### src/rtl/ds3d_pkg.sv
package ds3d_pkg;

  localparam int NUM_DEF = 4;
  localparam int IDX_LOF = 0;
  localparam int IDX_C1  = 1;
  localparam int IDX_RAI = 2;
  localparam int IDX_CZ  = 3;

  typedef logic [NUM_DEF-1:0] defVec_t;

  // strobes from the control module to the datapath
  typedef struct packed {
    logic    frameTick;
    defVec_t setCond;
    defVec_t clrCond;
    defVec_t instClr;
    logic    maskLoad;
    defVec_t maskVal;
    defVec_t ackBits;
  } ctrlStrobes_t;

  function automatic int maxOf(input int a, input int b);
    return (a > b) ? a : b;
  endfunction

endpackage

### src/rtl/ds3d_ctrl.sv
module ds3d_ctrl
  import ds3d_pkg::*;
(
  input  logic         clk,
  input  logic         rstN,
  input  logic         frameStb,
  input  logic         oofIn,
  input  logic [1:0]   xBits,
  input  logic         c1In,
  input  logic         subStb,
  input  logic [2:0]   subCBits,
  input  logic         maskWr,
  input  logic [NUM_DEF-1:0] maskData,
  input  logic         clrStb,
  input  logic [NUM_DEF-1:0] clrBits,
  output ctrlStrobes_t strobes
);

  logic seenOneQ;
  logic subHasOne;
  logic subAllOne;
  logic frameZero;

  assign subHasOne = subStb & (|subCBits);
  assign subAllOne = subStb & (&subCBits);
  assign frameZero = ~(seenOneQ | subHasOne);

  // tracks whether any C bit of the current frame was 1
  always_ff @(posedge clk or negedge rstN) begin
    if (!rstN) begin
      seenOneQ <= 1'b0;
    end else if (frameStb) begin
      seenOneQ <= 1'b0;
    end else if (subHasOne) begin
      seenOneQ <= 1'b1;
    end
  end

  always_comb begin
    strobes = '0;
    strobes.frameTick        = frameStb;
    strobes.setCond[IDX_LOF] = oofIn;
    strobes.clrCond[IDX_LOF] = ~oofIn;
    strobes.setCond[IDX_C1]  = c1In;
    strobes.clrCond[IDX_C1]  = ~c1In;
    strobes.setCond[IDX_RAI] = (xBits == 2'b00);
    strobes.clrCond[IDX_RAI] = (xBits == 2'b11);
    strobes.setCond[IDX_CZ]  = frameZero;
    strobes.clrCond[IDX_CZ]  = 1'b0;
    strobes.instClr[IDX_CZ]  = subAllOne;
    strobes.maskLoad         = maskWr;
    strobes.maskVal          = maskData;
    strobes.ackBits          = clrStb ? clrBits : '0;
  end

endmodule

### src/rtl/ds3d_persist.sv
module ds3d_persist #(
  parameter int SET_N = 8,
  parameter int CLR_N = 3
) (
  input  logic clk,
  input  logic rstN,
  input  logic tick,
  input  logic setCond,
  input  logic clrCond,
  input  logic instClr,
  output logic flag,
  output logic change
);

  localparam int CW = $clog2(ds3d_pkg::maxOf(SET_N, CLR_N) + 1);
  localparam logic [CW-1:0] SET_LAST = CW'(SET_N - 1);
  localparam logic [CW-1:0] CLR_LAST = CW'(CLR_N - 1);

  logic          flagQ, flagD;
  logic [CW-1:0] runQ, runD;

  always_comb begin
    flagD = flagQ;
    runD  = runQ;
    if (instClr) begin
      flagD = 1'b0;
      runD  = '0;
    end else if (tick) begin
      if (!flagQ) begin
        if (!setCond) begin
          runD = '0;
        end else if (runQ == SET_LAST) begin
          flagD = 1'b1;
          runD  = '0;
        end else begin
          runD = runQ + 1'b1;
        end
      end else begin
        if (!clrCond) begin
          runD = '0;
        end else if (runQ == CLR_LAST) begin
          flagD = 1'b0;
          runD  = '0;
        end else begin
          runD = runQ + 1'b1;
        end
      end
    end
  end

  always_ff @(posedge clk or negedge rstN) begin
    if (!rstN) begin
      flagQ <= 1'b0;
      runQ  <= '0;
    end else begin
      flagQ <= flagD;
      runQ  <= runD;
    end
  end

  assign flag   = flagQ;
  assign change = flagD ^ flagQ;

endmodule

### src/rtl/ds3d_datapath.sv
module ds3d_datapath
  import ds3d_pkg::*;
#(
  parameter int LOF_SET = 28,
  parameter int LOF_CLR = 28,
  parameter int C1_SET  = 8,
  parameter int C1_CLR  = 3,
  parameter int RAI_SET = 2,
  parameter int RAI_CLR = 2,
  parameter int CZ_SET  = 3
) (
  input  logic         clk,
  input  logic         rstN,
  input  ctrlStrobes_t strobes,
  output defVec_t      flags,
  output defVec_t      evtPulse,
  output defVec_t      maskReg,
  output logic         irqOut
);

  defVec_t changeVec;
  defVec_t pulseQ;
  defVec_t stickyQ;
  defVec_t maskQ;

  for (genvar i = 0; i < NUM_DEF; i++) begin : g_def
    localparam int SN = (i == IDX_LOF) ? LOF_SET :
                        (i == IDX_C1)  ? C1_SET  :
                        (i == IDX_RAI) ? RAI_SET : CZ_SET;
    localparam int CN = (i == IDX_LOF) ? LOF_CLR :
                        (i == IDX_C1)  ? C1_CLR  :
                        (i == IDX_RAI) ? RAI_CLR : 1;
    ds3d_persist #(.SET_N(SN), .CLR_N(CN)) u_persist (
      .clk     (clk),
      .rstN    (rstN),
      .tick    (strobes.frameTick),
      .setCond (strobes.setCond[i]),
      .clrCond (strobes.clrCond[i]),
      .instClr (strobes.instClr[i]),
      .flag    (flags[i]),
      .change  (changeVec[i])
    );
  end

  always_ff @(posedge clk or negedge rstN) begin
    if (!rstN) begin
      pulseQ  <= '0;
      stickyQ <= '0;
      maskQ   <= '0;
    end else begin
      pulseQ  <= changeVec;
      stickyQ <= (stickyQ & ~strobes.ackBits) | changeVec;
      if (strobes.maskLoad) begin
        maskQ <= strobes.maskVal;
      end
    end
  end

  assign evtPulse = pulseQ;
  assign maskReg  = maskQ;
  assign irqOut   = |(stickyQ & ~maskQ);

endmodule

### src/rtl/ds3_defect_integrator.sv
module ds3_defect_integrator
  import ds3d_pkg::*;
#(
  parameter int LOF_SET = 28,
  parameter int LOF_CLR = 28,
  parameter int C1_SET  = 8,
  parameter int C1_CLR  = 3,
  parameter int RAI_SET = 2,
  parameter int RAI_CLR = 2,
  parameter int CZ_SET  = 3
) (
  input  logic       clk,
  input  logic       rstN,
  input  logic       frameStb,
  input  logic       oofIn,
  input  logic [1:0] xBits,
  input  logic       c1In,
  input  logic       subStb,
  input  logic [2:0] subCBits,
  input  logic       maskWr,
  input  logic [3:0] maskData,
  input  logic       clrStb,
  input  logic [3:0] clrBits,
  output logic       lofOut,
  output logic       c1HighOut,
  output logic       raiOut,
  output logic       cZeroOut,
  output logic [3:0] evtPulse,
  output logic       irqOut
);

  ctrlStrobes_t strobes;
  defVec_t      flags;
  defVec_t      maskReg;

  ds3d_ctrl u_ctrl (
    .clk      (clk),
    .rstN     (rstN),
    .frameStb (frameStb),
    .oofIn    (oofIn),
    .xBits    (xBits),
    .c1In     (c1In),
    .subStb   (subStb),
    .subCBits (subCBits),
    .maskWr   (maskWr),
    .maskData (maskData),
    .clrStb   (clrStb),
    .clrBits  (clrBits),
    .strobes  (strobes)
  );

  ds3d_datapath #(
    .LOF_SET (LOF_SET), .LOF_CLR (LOF_CLR),
    .C1_SET  (C1_SET),  .C1_CLR  (C1_CLR),
    .RAI_SET (RAI_SET), .RAI_CLR (RAI_CLR),
    .CZ_SET  (CZ_SET)
  ) u_dp (
    .clk      (clk),
    .rstN     (rstN),
    .strobes  (strobes),
    .flags    (flags),
    .evtPulse (evtPulse),
    .maskReg  (maskReg),
    .irqOut   (irqOut)
  );

  assign lofOut    = flags[IDX_LOF];
  assign c1HighOut = flags[IDX_C1];
  assign raiOut    = flags[IDX_RAI];
  assign cZeroOut  = flags[IDX_CZ];

endmodule

### config.mk
export PLATFORM = sky130hd
export DESIGN_NAME = ds3_defect_integrator
export DESIGN_NICKNAME = d
export VERILOG_FILES = /design/src/rtl/ds3d_pkg.sv /design/src/rtl/ds3d_ctrl.sv /design/src/rtl/ds3d_persist.sv /design/src/rtl/ds3d_datapath.sv /design/src/rtl/ds3_defect_integrator.sv
export SDC_FILE = /design/constraint.sdc
export NUM_CORES = 1
export LEC_CHECK = 0
export ABC_AREA = 1
export BUFFER_PORTS_ARGS = -buffer_cell sky130_fd_sc_hd__buf_4
export CORE_ASPECT_RATIO = 0.5
export CORE_MARGIN = 1
export CORE_UTILIZATION = 55
export DETAILED_ROUTE_END_ITERATION = 8
export GPL_TIMING_DRIVEN = 0
export HOLD_SLACK_MARGIN = 0.05
export PLACE_DENSITY = 0.8
export SYNTH_ARGS = -nofsm -noshare
export SYNTH_HDL_FRONTEND = slang
export SYNTH_SLANG_ARGS = --single-unit
### constraint.sdc
create_clock -name clk -period 2 [get_ports clk]
set_input_delay 0.4 -clock clk [delete_from_list [all_inputs] [get_ports clk]]
set_output_delay 0.4 -clock clk [all_outputs]
set_load 0.005 [all_outputs]
Yosys cells after proc, flatten, opt, wreduce, memory -nomap -nowiden:

Index checks and enable logic that the tools add are counted.

* output and inout port bits: 9
* register bits after elaboration: 30
* input port bits: 21
* word-level logic and storage cells: 84

* reduce and logical (&&, ||, !) cells: 6
* equal/unequal tests: 6
* $add $sub $neg: 4
* bitwise gates (word level): 12
* mux-type cells: 44

Operators with widths (count)
* $mux 1: 25
* $mux 4: 6
* $mux 5: 4
* $mux 2: 9
* $and 4x4->4: 2
* $not 4->4: 2
* $add 5x1->5 const B: 1
* $eq 5x5->1 const B: 1
* $add 2x1->2 const B: 2
* $add 4x1->4 const B: 1
* $eq 2x2->1 const B: 2
* $eq 4x2->1 const B: 1
* $eq 4x3->1 const B: 1
* $or 4x4->4: 1
* $reduce_bool 2->1: 2
* $reduce_or 4->1: 1
* $xor 1x1->1: 4
* $reduce_and 3->1: 1
* $reduce_or 3->1: 1
* $and 1x1->1: 2
* $eq 2x1->1 const B: 1
* $logic_not 2->1: 1
* $or 1x1->1: 1

Logic depth before layout (Yosys ltp):

Gate-level depths: netlist (run 1).

* word-level depth: 9
* depth in mapped cells: 7
* depth with buffers taken out: 7

Modules after synthesis:

A second synthesis (run 1) with hierarchy kept.

* cells, all modules: 247
* area, all modules: 1821.7 µm²

Modules (own cells, without submodules)
* ds3d_datapath: instances 1, sequential area each 300.3 µm², area an instance 429.2 µm², cells each 41
* ds3d_persist (u_dp.g_def[0].u_persist): instances 1, sequential area each 150.1 µm², area an instance 390.4 µm², cells each 55
* ds3d_persist (u_dp.g_def[1].u_persist): instances 1, sequential area each 125.1 µm², area an instance 356.6 µm², cells each 50
* ds3d_persist (u_dp.g_def[3].u_persist): instances 1, sequential area each 75.1 µm², area an instance 231.5 µm², cells each 34
* ds3d_ctrl: instances 1, sequential area each 25.0 µm², area an instance 225.2 µm², cells each 39
* ds3d_persist (u_dp.g_def[2].u_persist): instances 1, sequential area each 75.1 µm², area an instance 188.9 µm², cells each 28

Worst setup path after synthesis (run 1):

OpenSTA, ideal clock, no wires.

* kind: flip-flop to flip-flop
* start point: register u_dp.g_def[1].u_persist.runQ[0]
* end point: register u_dp.g_def[1].u_persist.runQ[1]
* slack: 0.914 ns
* stages on the path, launching flop included: 5
* setup time: 0.076 ns
* arrival time: 1.009 ns
* required time: 1.924 ns
* path buffers: 0
* clock period less this slack: 1.086 ns
* cells stage by stage: dfrtp_1 > inv_1 > ha_1 > or2_1 > o21ai_1

* longest elaborated chain between the ends: 4
* elaborated cells on any way between the ends: 8
* classes of those cells: add/sub (1); eq/ne (2); mux (5)

RTL lines
* start, declared: RTL line ds3d_persist.sv:20 `logic [CW-1:0] runQ, runD;`
* start signal, assigned: RTL line ds3d_persist.sv:57 `runQ <= runD;`
* $add 4x1->4, or another cell as far along: RTL line ds3d_persist.sv:36, ds3d_persist.sv:45
* $mux 4, on equally long branches: RTL line ds3d_persist.sv:32, ds3d_persist.sv:41
* $mux 4, on equally long branches: RTL line ds3d_persist.sv:30, ds3d_persist.sv:39
* $mux 4 *: RTL line ds3d_persist.sv:29 `if (!flagQ) begin`

Mark *: on every way between the ends. The rest lies on a longest branch, timed or not.
A chain may end at the register's enable or synchronous reset.

Worst setup path in the final report (run 1):

* start point: register u_dp.stickyQ[1]
* end point: output irqOut

* longest elaborated chain between the ends: 2

RTL lines
* start, declared: RTL line ds3d_datapath.sv:23 `defVec_t stickyQ;`
* start signal, assigned: RTL line ds3d_datapath.sv:52 `stickyQ <= (stickyQ & ~strobes.ackBits) | changeVec;`
* $and 4x4->4: RTL line ds3d_datapath.sv:61 `assign irqOut = |(stickyQ & ~maskQ);`
* $reduce_or 4->1: RTL line ds3d_datapath.sv:61
* end, declared: RTL line ds3_defect_integrator.sv:29 `output logic irqOut`

No other way between the ends.

==> results.yml, run 1 <==
route:
  vias_per_cell: 4.83
  drc_errors: 0
  routedWlPerCell_um: 10.9
  first_pass_iters: 4
  antenna_left: 0
  num_vias: 1199
  wirelength_um: 2720
  drt_iter0_drc: 76
critical_path:
  slowest_stage: "dfrtp_1"
  crit_path_end_kind: "output port"
  worstPathMaxFanout: 2
  crit_required_ns: 1.60
  cp_cell_sequence: "nand2_1, nand4_1, buf_4"
  cp.arrival_ns: 0.96
  worstSetupPathType: "register to output port"
  max_stage_delay_ns: 0.38
  cp_top_family: "flip-flops"
  start_kind: "register"
  worst-path-buf-inv: 1
sta:
  worst_slack_ns: 0.640
  relSlewSlack: 0.755
  finalHoldViolCount: 0
  finClkSkew_ns: 0.00601
  rsz0062_at_grt: "no"
  timing.fmax_ghz: 0.735
  fin_setup_tns_ns: 0
  setup_viol: 0
  tightest_slew_ns: 0.367
  min_period_ns: 1.36
  holdWs_ns: 0.336
  finalCritPeriodShare: 0.680
  drv_slew: 0
cells_and_area:
  nFillCells: 178
  final_cell_count_no_fill: 248
  final_net_count: 236
  syn_to_final_growth_pct: 25.2
  drive_gt1_frac: 0.207
  antenna_cells: 0
placement:
  place_ws_ns: 0.773
  port_buffers: 29
  place.gp.congestion: 0.804
  dp_cells: 239
  hpwl_um: 1930
floorplan:
  die_h_um: 38.2
  rows: 12
  io_pins: 30
  die_x_um: 74.3
  initial_core_util: 0.614
  core_area_um2: 2340
  dieArea_um2: 2830
clocking:
  clock-sinks: 30
  cts.reportedPaths.clkPinSlew_ns: 0.06
  cts_buffers: 5
  clockRootBuffer: "clkbuf_8"
  cts_htree_levels: 2
  cts_buffer_depth: 2
  cts_resized: 0
  insertion_delay_ns: 0.28
  cts_tree: "built"
logic_synthesis:
  seq_area_frac_synth: 0.522
  avgSynthCellArea_um2: 8.22
  synthCells: 175
  synth_ff_type: "dfrtp_1"
  synthTopCellsByArea: "dfrtp_1 (52%), nand2_1 (14%), inv_1 (5.0%)"
  yosysTopAreaCellShare: 0.522
  synthArstFlopShare: 1.00
  synth-edff-count: 0
  synth_area_um2: 1440
  synth-seq-cells: 30
  yosysTopAreaCell: "dfrtp_1"
  ys_types: 23
  ys.warnings.count: 0
  syn_nets: 199
grt:
  grt_pass1_vias: 1006
  overflow: 0
  grt_antenna_before_repair: 0
  grt_max_degree: 31
  grt_pass1_wl_um: 4440
  grt_use_total: 0.229
pwr:
  ir_drop_mv: 0.480
  power-per-cell-area_nw_per_um2: 835
  power_leakage_nw: 0.969
flow_run:
  drv_cap: 0
status:
  run_status: "completed"
worst_hold_path:
  hold_path.class: "input port to register"
-- metrics by stage --
| stage | utilization | total power, W | cell area, um2 |
|---|---|---|---|
| after global routing | 0.769 | 0.00158 | 1800 |
| after floorplan | - | 0.000886 | 1440 |
| final | 0.769 | 0.00150 | 1800 |
| after global placement | 0.725 | 0.00100 | 1700 |
| after detailed placement | 0.725 | 0.00101 | 1700 |
| after CTS | 0.769 | 0.00151 | 1800 |
-- path summary, 6_finish.rpt --
kind	slack, ns	from	cells after the start	endpoint
setup / recovery	0.64	u_dp.stickyQ[1]	3	irqOut
hold / removal	0.34	maskData[0]	3	u_dp.maskReg[0]
setup reg to reg	0.76	u_dp.g_def[0].u_persist.runQ[0]	6	u_dp.g_def[0].u_persist.runQ[3]
hold reg to reg	0.49	u_dp.stickyQ[3]	2	u_dp.stickyQ[3]
max in group asynchronous	1.13	rstN	2	u_dp.g_def[3].u_persist.runQ[1]
min in group asynchronous	0.59	rstN	2	u_dp.evtPulse[3]
-- flip-flops by register name, indices dropped and copies added, names as in the netlist --
signal	count
u_dp.g_def.u_persist.flag	4
u_dp.evtPulse	4
u_dp.stickyQ	4
u_ctrl.seenOneQ	1
u_dp.g_def.u_persist.runQ	13
u_dp.maskReg	4
-- worst min-delay path: stages --
cell     delay, ns
buf_4         0.08
nand2_1       0.04
o21ai_0       0.06
-- cells by family (layout without fill, tap and decap cells) --
| group | Yosys count | in the layout | share of synthesized area |
|---|---|---|---|
| flip-flops | 30 | 30 | 0.522 |
| AND/OR/NAND/NOR | 96 | 96 | 0.285 |
| XOR/XNOR | 5 | 5 | 0.0305 |
| adder cells (fa/ha/maj) | 3 | 3 | 0.0261 |
| buffers and inverters | 22 | 60 | 0.0653 |
| AO/OA/AOI/OAI | 19 | 19 | 0.0714 |
-- cell usage after synthesis, types with 2 or more instances --
master / n
nand2_1: 53
dfrtp_1: 30
inv_1: 19
nor2_1: 19
nand3_1: 11
o21ai_0: 9
a21oi_1: 5
nand4_1: 4
xor2_1: 4
ha_1: 3
o21ai_1: 3
and2_1: 2
nor3_1: 2
o21ai_2: 2
-- layout by cell type (no fill, tap or decap) --
master / count
a21oi_1: 5
and2_1: 2
buf_4: 30
buf_6: 1
clkbuf_1: 1
clkbuf_8: 6
clkinv_2: 1
dfrtp_1: 30
dlygate4sd3_1: 1
ha_1: 3
inv_1: 19
inv_2: 1
nand2_1: 53
nand2_2: 1
nand3_1: 11
nand3_2: 1
nand3b_1: 1
nand4_1: 4
nor2_1: 19
nor2_2: 1
nor3_1: 2
o21ai_0: 9
o21ai_1: 3
o21ai_2: 2
or2_1: 1
xnor2_1: 1
xor2_1: 4
-- timing repair --
item | CTS | global route
setup buffers | 0 | 0
hold buffers | 1 | 0
hold endpoints to repair | 2 | 0
-- power breakdown --
group,internal (W),switching [W]
registers,0.000680,0.0000597
clock network,0.000277,0.000224
logic,0.000131,0.000133
-- final cells by class --
cell class              count  area, um2  share of cell area
repair buffers             30        228               0.126
clock buffers               7       86.3              0.0479
flip-flops and latches     30        751               0.417
clock inverters             1       5.00             0.00278
well taps                  35       43.8              0.0243
multi-input cells         123        593               0.329
plain buffers               2       18.8              0.0104
inverters                  20       75.1              0.0417
-- routing by layer --
metal  vias up  track usage  wire length [um]
met3         4       0.0789               171
met2        28        0.348              1130
met5         -            0                 0
met1       541        0.306              1390
li1        626            -                 -
met4         0       0.0849                24
Note: power is estimated with default switching activity, not from simulation.
==> run 2, diff against run 1 <==
--- a/config.mk
+++ b/config.mk
@@ -9,11 +9,11 @@
 export BUFFER_PORTS_ARGS = -buffer_cell sky130_fd_sc_hd__buf_4
 export CORE_ASPECT_RATIO = 0.5
 export CORE_MARGIN = 1
-export CORE_UTILIZATION = 55
+export CORE_UTILIZATION = 48
 export DETAILED_ROUTE_END_ITERATION = 8
 export GPL_TIMING_DRIVEN = 0
 export HOLD_SLACK_MARGIN = 0.05
-export PLACE_DENSITY = 0.8
+export PLACE_DENSITY = 0.74
 export SYNTH_ARGS = -nofsm -noshare
 export SYNTH_HDL_FRONTEND = slang
 export SYNTH_SLANG_ARGS = --single-unit
==> constraint.sdc (replaced) <==
create_clock -name clk -period 1.25 [get_ports clk]
set_input_delay 0.25 -clock clk [delete_from_list [all_inputs] [get_ports clk]]
set_output_delay 0.25 -clock clk [all_outputs]
set_load 0.005 [all_outputs]
==> run 2 against run 1 <==
Compared with the run above: clock skew shrank 0.0014 ns; highest routed layer unchanged; cell area grew 1.2%; largest cell class unchanged; hold slack lost 0.15 ns.
==> results.yml, run 2 (synthesized netlist as in run 1, its figures left out) <==
status:
  run_status: "completed"
route:
  drt_iter0_drc: 49
  antenna_left: 0
  first_pass_iters: 4
  vias_per_cell: 4.94
  routedWlPerCell_um: 11.1
  num_vias: 1239
  drc_errors: 0
  wirelength_um: 2790
critical_path:
  cp.arrival_ns: 1.40
  cp_top_family: "flip-flops"
  max_stage_delay_ns: 0.39
  slowest_stage: "dfrtp_1"
  reg2reg_depth: 6
  start_kind: "register"
  worstPathMaxFanout: 5
  crit_path_end_kind: "register"
  worst-path-buf-inv: 1
  cp_num_cells: 6
  cp_cell_sequence: "ha_2, nand2_1, inv_2, nand4_1, o21ai_2, nor2_1"
  worstSetupPathType: "register to register"
  crit_required_ns: 1.41
cells_and_area:
  syn_to_final_growth_pct: 26.7
  final_net_count: 238
  nFillCells: 220
  drive_gt1_frac: 0.252
  largest_reg_flops: 13
  layout.cells.most_common: "nand2_1"
  antenna_cells: 0
  largest-register: "u_dp.g_def.u_persist.runQ"
  final_cell_count_no_fill: 251
  fin_area_um2: 1820
  layout_common_cells: "nand2_1 (52), buf_4 (32), dfrtp_1 (30), nor2_1 (19), inv_1 (16)"
  final_core_util: 0.671
grt:
  grt_pass1_vias: 997
  overflow: 0
  grt_antenna_before_repair: 0
  grt_use_total: 0.187
  grt_max_degree: 31
  grt_pass1_wl_um: 4240
sta:
  setup_viol: 0
  finalHoldViolCount: 0
  tightest_slew_ns: 0.376
  min_period_ns: 1.24
  finalCritPeriodShare: 0.992
  relSlewSlack: 0.750
  finClkSkew_ns: 0.00464
  fin_setup_tns_ns: 0
  rsz0062_at_grt: "yes"
  drv_slew: 0
  timing.fmax_ghz: 0.806
pwr:
  power_w: 0.00236
  power-per-cell-area_nw_per_um2: 1290
  power_leakage_nw: 0.966
  ir_drop_mv: 0.681
placement:
  dp_cells: 241
  postPlaceCellArea_um2: 1700
  place.gp.congestion: 0.744
  hpwl_um: 1940
  port_buffers: 29
floorplan:
  dieArea_um2: 3230
  initial_core_util: 0.529
  rows: 13
  io_pins: 30
  die_h_um: 40.7
  core_area_um2: 2720
  die_x_um: 79.4
clocking:
  cts.reportedPaths.clkPinSlew_ns: 0.06
  cts_buffers: 5
  cts_tree: "built"
  clock-sinks: 30
  clockRootBuffer: "clkbuf_8"
  cts_htree_levels: 2
  cts_buffer_depth: 2
  insertion_delay_ns: 0.27
worst_hold_path:
  hold_depth: 3
  hold_path.class: "input port to register"
flow_run:
  drv_cap: 0
## run 2: cell count changes in the layout (fill, tap and decap cells not counted), moves of 2 or more
cell	before	now
inv_1	19	16
inv_2	1	4
buf_4	30	32
ha_1	3	1
ha_2	0	2
## run 2: metal layers
metal	track usage	up-vias	share of wire	wire, um
li1	-	629	-	-
met1	0.231	576	0.48	1340
met2	0.308	32	0.46	1300
met3	0.0756	2	0.051	142
met4	0.0682	0	0.0075	21
met5	0	-	0	0
## run 2: where the power goes
group / switching [W] / internal, W / leakage [nW]
clock network: 0.000340 / 0.000372 / 0.0438
logic: 0.000226 / 0.000234 / 0.524
registers: 0.0000955 / 0.00109 / 0.398
## run 2: final timing paths
kind | from | endpoint | slack [ns]
worst max-delay path | u_dp.g_def[0].u_persist.runQ[0] | u_dp.g_def[0].u_persist.runQ[4] | 0.01
worst min-delay path | maskData[2] | u_dp.maskReg[2] | 0.19
worst max register to register | u_dp.g_def[0].u_persist.runQ[0] | u_dp.g_def[0].u_persist.runQ[4] | 0.01
worst min register to register | u_dp.stickyQ[3] | u_dp.stickyQ[3] | 0.48
max in group asynchronous | rstN | u_dp.evtPulse[3] | 0.51
min in group asynchronous | rstN | u_dp.g_def[1].u_persist.runQ[3] | 0.46
## run 2: layout make-up
cell class / count / area [um2] / share of cell area
Sequential cell: 30 / 751 / 0.412
Multi-Input combinational cell: 123 / 609 / 0.334
Clock inverter: 2 / 10.0 / 0.00549
Inverter: 20 / 75.1 / 0.0412
Clock buffer: 5 / 68.8 / 0.0378
Timing Repair Buffer: 32 / 243 / 0.133
Buffer: 2 / 18.8 / 0.0103
Tap cell: 37 / 46.3 / 0.0254
## run 2: worst reg2reg max path, stage by stage (launching register included)
cell     delay [ns]
dfrtp_1        0.39
ha_2           0.20
nand2_1        0.06
inv_2          0.06
nand4_1        0.18
o21ai_2        0.17
nor2_1         0.07
## run 2: repair_timing
action,in CTS,in global routing
endpoints found under the hold margin,30,0
endpoints found under the setup margin,0,9
hold buffers,1,0
setup buffers,0,2
gates resized for setup,0,8
## run 2: through the flow
stage	worst slack, ns	hold WS (ns)
2_1_floorplan	0.164	-0.0456
5_1_grt	-0.0568	0.190
3_3_place_gp	0.0222	0.199
4_1_cts	0.0193	0.183
3_5_place_dp	0.0285	0.199
6_report	0.00990	0.186
==> run 3, diff against run 2 <==
--- a/config.mk
+++ b/config.mk
@@ -5,7 +5,6 @@
 export SDC_FILE = /design/constraint.sdc
 export NUM_CORES = 1
 export LEC_CHECK = 0
-export ABC_AREA = 1
 export BUFFER_PORTS_ARGS = -buffer_cell sky130_fd_sc_hd__buf_4
 export CORE_ASPECT_RATIO = 0.5
 export CORE_MARGIN = 1
==> run 3 against run 2 <==
Compared with the run above: the flow now finishes with violations (negative setup slack); synthesized cell count is 19% lower; maximum frequency is 12% lower; cell count is 11% lower; routed wire length is 9.1% higher; register-to-register slack worse by 0.16 ns; sequential share of layout area is 2.8 points lower; area after synthesis is 1.5% higher; via count is 3.6% lower; critical endpoint is now u_dp.g_def[1].u_persist.runQ[3].
==> results.yml, run 3 <==
status:
  run_status: "complete, but fails checks"
  violations: "negative setup slack"
route:
  drt_iter0_drc: 60
  wirelength_um: 3050
  vias_per_cell: 5.35
  drc_errors: 0
  first_pass_iters: 4
  antenna_left: 0
  num_vias: 1194
  routedWlPerCell_um: 13.7
logic_synthesis:
  yosysTopAreaCell: "dfrtp_1"
  synthArstFlopShare: 1.00
  synth_area_um2: 1460
  synth-edff-count: 0
  synth-seq-cells: 30
  yosysMostFrequentCell: "dfrtp_1"
  synthCells: 142
  ys_types: 44
  yosysTopAreaCellShare: 0.515
  synth_ff_type: "dfrtp_1"
  avgSynthCellArea_um2: 10.3
  ys_top_cells_by_count: "dfrtp_1 (30), nand2_1 (18), inv_1 (10), nor2_1 (10), o21ai_0 (10)"
  synthTopCellsByArea: "dfrtp_1 (51%), nand2_1 (4.6%), o21ai_0 (3.4%)"
  syn_nets: 166
  seq_area_frac_synth: 0.515
  ys.warnings.count: 0
worst_hold_path:
  hold_path.class: "input port to register"
pwr:
  p_comb_frac: 0.209
  power_leakage_nw: 0.910
  p_switching_w: 0.000728
  seqPwrFrac: 0.451
  swShare: 0.272
  power_w: 0.00268
  ir_drop_mv: 0.963
  power-per-cell-area_nw_per_um2: 1360
  clkPwrFrac: 0.340
  p_int_w: 0.00195
floorplan:
  die_h_um: 41.0
  io_pins: 30
  rows: 13
  dieArea_um2: 3280
  core_area_um2: 2730
  die_x_um: 80.0
  initial_core_util: 0.534
cells_and_area:
  layout_common_cells: "buf_4 (33), dfrtp_1 (28), nand2_1 (18), nor2_1 (10)"
  layout.cells.most_common: "buf_4"
  syn_to_final_growth_pct: 34.5
  largest_reg_flops: 13
  nFillCells: 216
  drive_gt1_frac: 0.333
  final_net_count: 209
  largest-register: "u_dp.g_def.u_persist.runQ"
  antenna_cells: 0
  final_core_util: 0.718
critical_path:
  cp.arrival_ns: 1.56
  start_kind: "register"
  worst-path-buf-inv: 1
  max_stage_delay_ns: 0.40
  cp_top_family: "flip-flops"
  worstPathMaxFanout: 3
  crit_required_ns: 1.40
  slowest_stage: "dfrtp_1"
  cp_cell_sequence: "inv_2, ha_4, or3b_1, a22oi_2, o22ai_1"
  worstSetupPathType: "register to register"
  crit_path_end_kind: "register"
placement:
  hpwl_um: 2070
  place.gp.congestion: 0.770
  port_buffers: 28
sta:
  setup_viol: 6
  tightest_slew_ns: 0.394
  fin_setup_tns_ns: -0.566
  min_period_ns: 1.40
  finClkSkew_ns: 0.00247
  drv_slew: 0
  relSlewSlack: 0.738
  finalHoldViolCount: 0
  worst_slack_ns: -0.154
  holdWs_ns: 0.191
  rsz0062_at_grt: "yes"
  timing.fmax_ghz: 0.712
  finalCritPeriodShare: 1.12
clocking:
  cts.reportedPaths.clkPinSlew_ns: 0.06
  clockRootBuffer: "clkbuf_8"
  cts_tree: "built"
  cts_htree_levels: 2
  cts_buffers: 5
  cts_buffer_depth: 2
  insertion_delay_ns: 0.28
  clock-sinks: 30
grt:
  grt_use_total: 0.207
  overflow: 0
  grt_antenna_before_repair: 0
  grt_max_degree: 31
  grt_pass1_vias: 1088
  grt_pass1_wl_um: 4770
flow_run:
  drv_cap: 0
==> run 3: changes by cell type in the layout (fill, tap and decap cells not counted), sizes merged, moves of 3 or more <==
cell	delta
a21oi	-4
a32o	+3
buf	+5
clkbuf	+3
inv	-10
mux2	+3
mux2i	+3
nand2	-35
nand3	-7
nor2	-10
nor2b	+4
o21ai	-3
==> run 3: timing repair <==
| action | 4_1_cts | 5_1_grt |
|---|---|---|
| buffers inserted | 6 | 1 |
| setup endpoints to repair | 9 | 10 |
| hold buffers | 1 | 0 |
| resized for setup | 5 | 10 |
| pin swaps | 6 | 5 |
| hold endpoints to repair | 30 | 0 |
==> run 3: logic make-up (layout without fill, tap and decap cells) <==
logic type	Yosys count	in the layout	synth area share
buf+inv	14	58	0.0386
simple gates	54	54	0.189
flops	30	30	0.515
fa+ha+maj	3	3	0.0257
xor+xnor	3	3	0.0232
mux	6	6	0.0437
compound gates	32	32	0.166
==> run 3: worst paths after layout <==
| check | startpoint | end | slack [ns] | depth (start not counted) |
|---|---|---|---|---|
| worst min-delay path | xBits[0] | u_dp.g_def[2].u_persist.flag | 0.19 | 2 |
| worst max register to register | u_dp.g_def[1].u_persist.runQ[0] | u_dp.g_def[1].u_persist.runQ[3] | -0.15 | 5 |
| worst max-delay path | u_dp.g_def[1].u_persist.runQ[0] | u_dp.g_def[1].u_persist.runQ[3] | -0.15 | 5 |
| worst min register to register | u_dp.stickyQ[2] | u_dp.stickyQ[2] | 0.48 | 2 |
| max in group asynchronous | rstN | u_dp.g_def[1].u_persist.runQ[1] | 0.49 | 2 |
| min in group asynchronous | rstN | u_dp.maskReg[0] | 0.46 | 2 |
==> run 3: power by group through the flow <==
stage	Clock [W]	Sequential (W)	Combinational, W
final	0.000910	0.00121	0.000560
after global routing	0.000989	0.00122	0.000629
after CTS	0.000939	0.00120	0.000526
after detailed placement	0	0.00121	0.000474
after global placement	0	0.00121	0.000460
after floorplan	0	0.00119	0.000302
==> run 3: per-stage QoR <==
step	instances	instance area, um2	worst slack [ns]
2_1_floorplan	142	1460	-0.0993
3_3_place_gp	207	1720	-0.200
3_5_place_dp	207	1720	-0.226
4_1_cts	222	1910	-0.146
5_1_grt	223	1960	-0.189
6_report	223	1960	-0.154
==> run 3: layout make-up <==
class / instances / area (um2) / area share
inverter: 11 / 41.3 / 0.0210
multi-input combinational: 98 / 716 / 0.365
sequential: 30 / 753 / 0.384
tap: 37 / 46.3 / 0.0236
buffer: 3 / 15.0 / 0.00765
timing repair buffer: 36 / 280 / 0.143
clock buffer: 8 / 110 / 0.0561
==> run 3: layer usage <==
layer,up-vias,wire length [um],track usage
met5,-,0,0
met4,0,31,0.0536
met3,4,139,0.0667
met2,28,1370,0.365
met1,574,1500,0.255
li1,588,-,-
==> run 3: worst reg2reg max path, delay by kind of cell (launching register included) <==
kind | cells | cell delay [ns]
AOI/OAI and AO/OA | 2 | 0.31
and+or+nand+nor | 1 | 0.35
DFF | 1 | 0.40
buffers and inverters | 1 | 0.09
adders and majority gates | 1 | 0.14
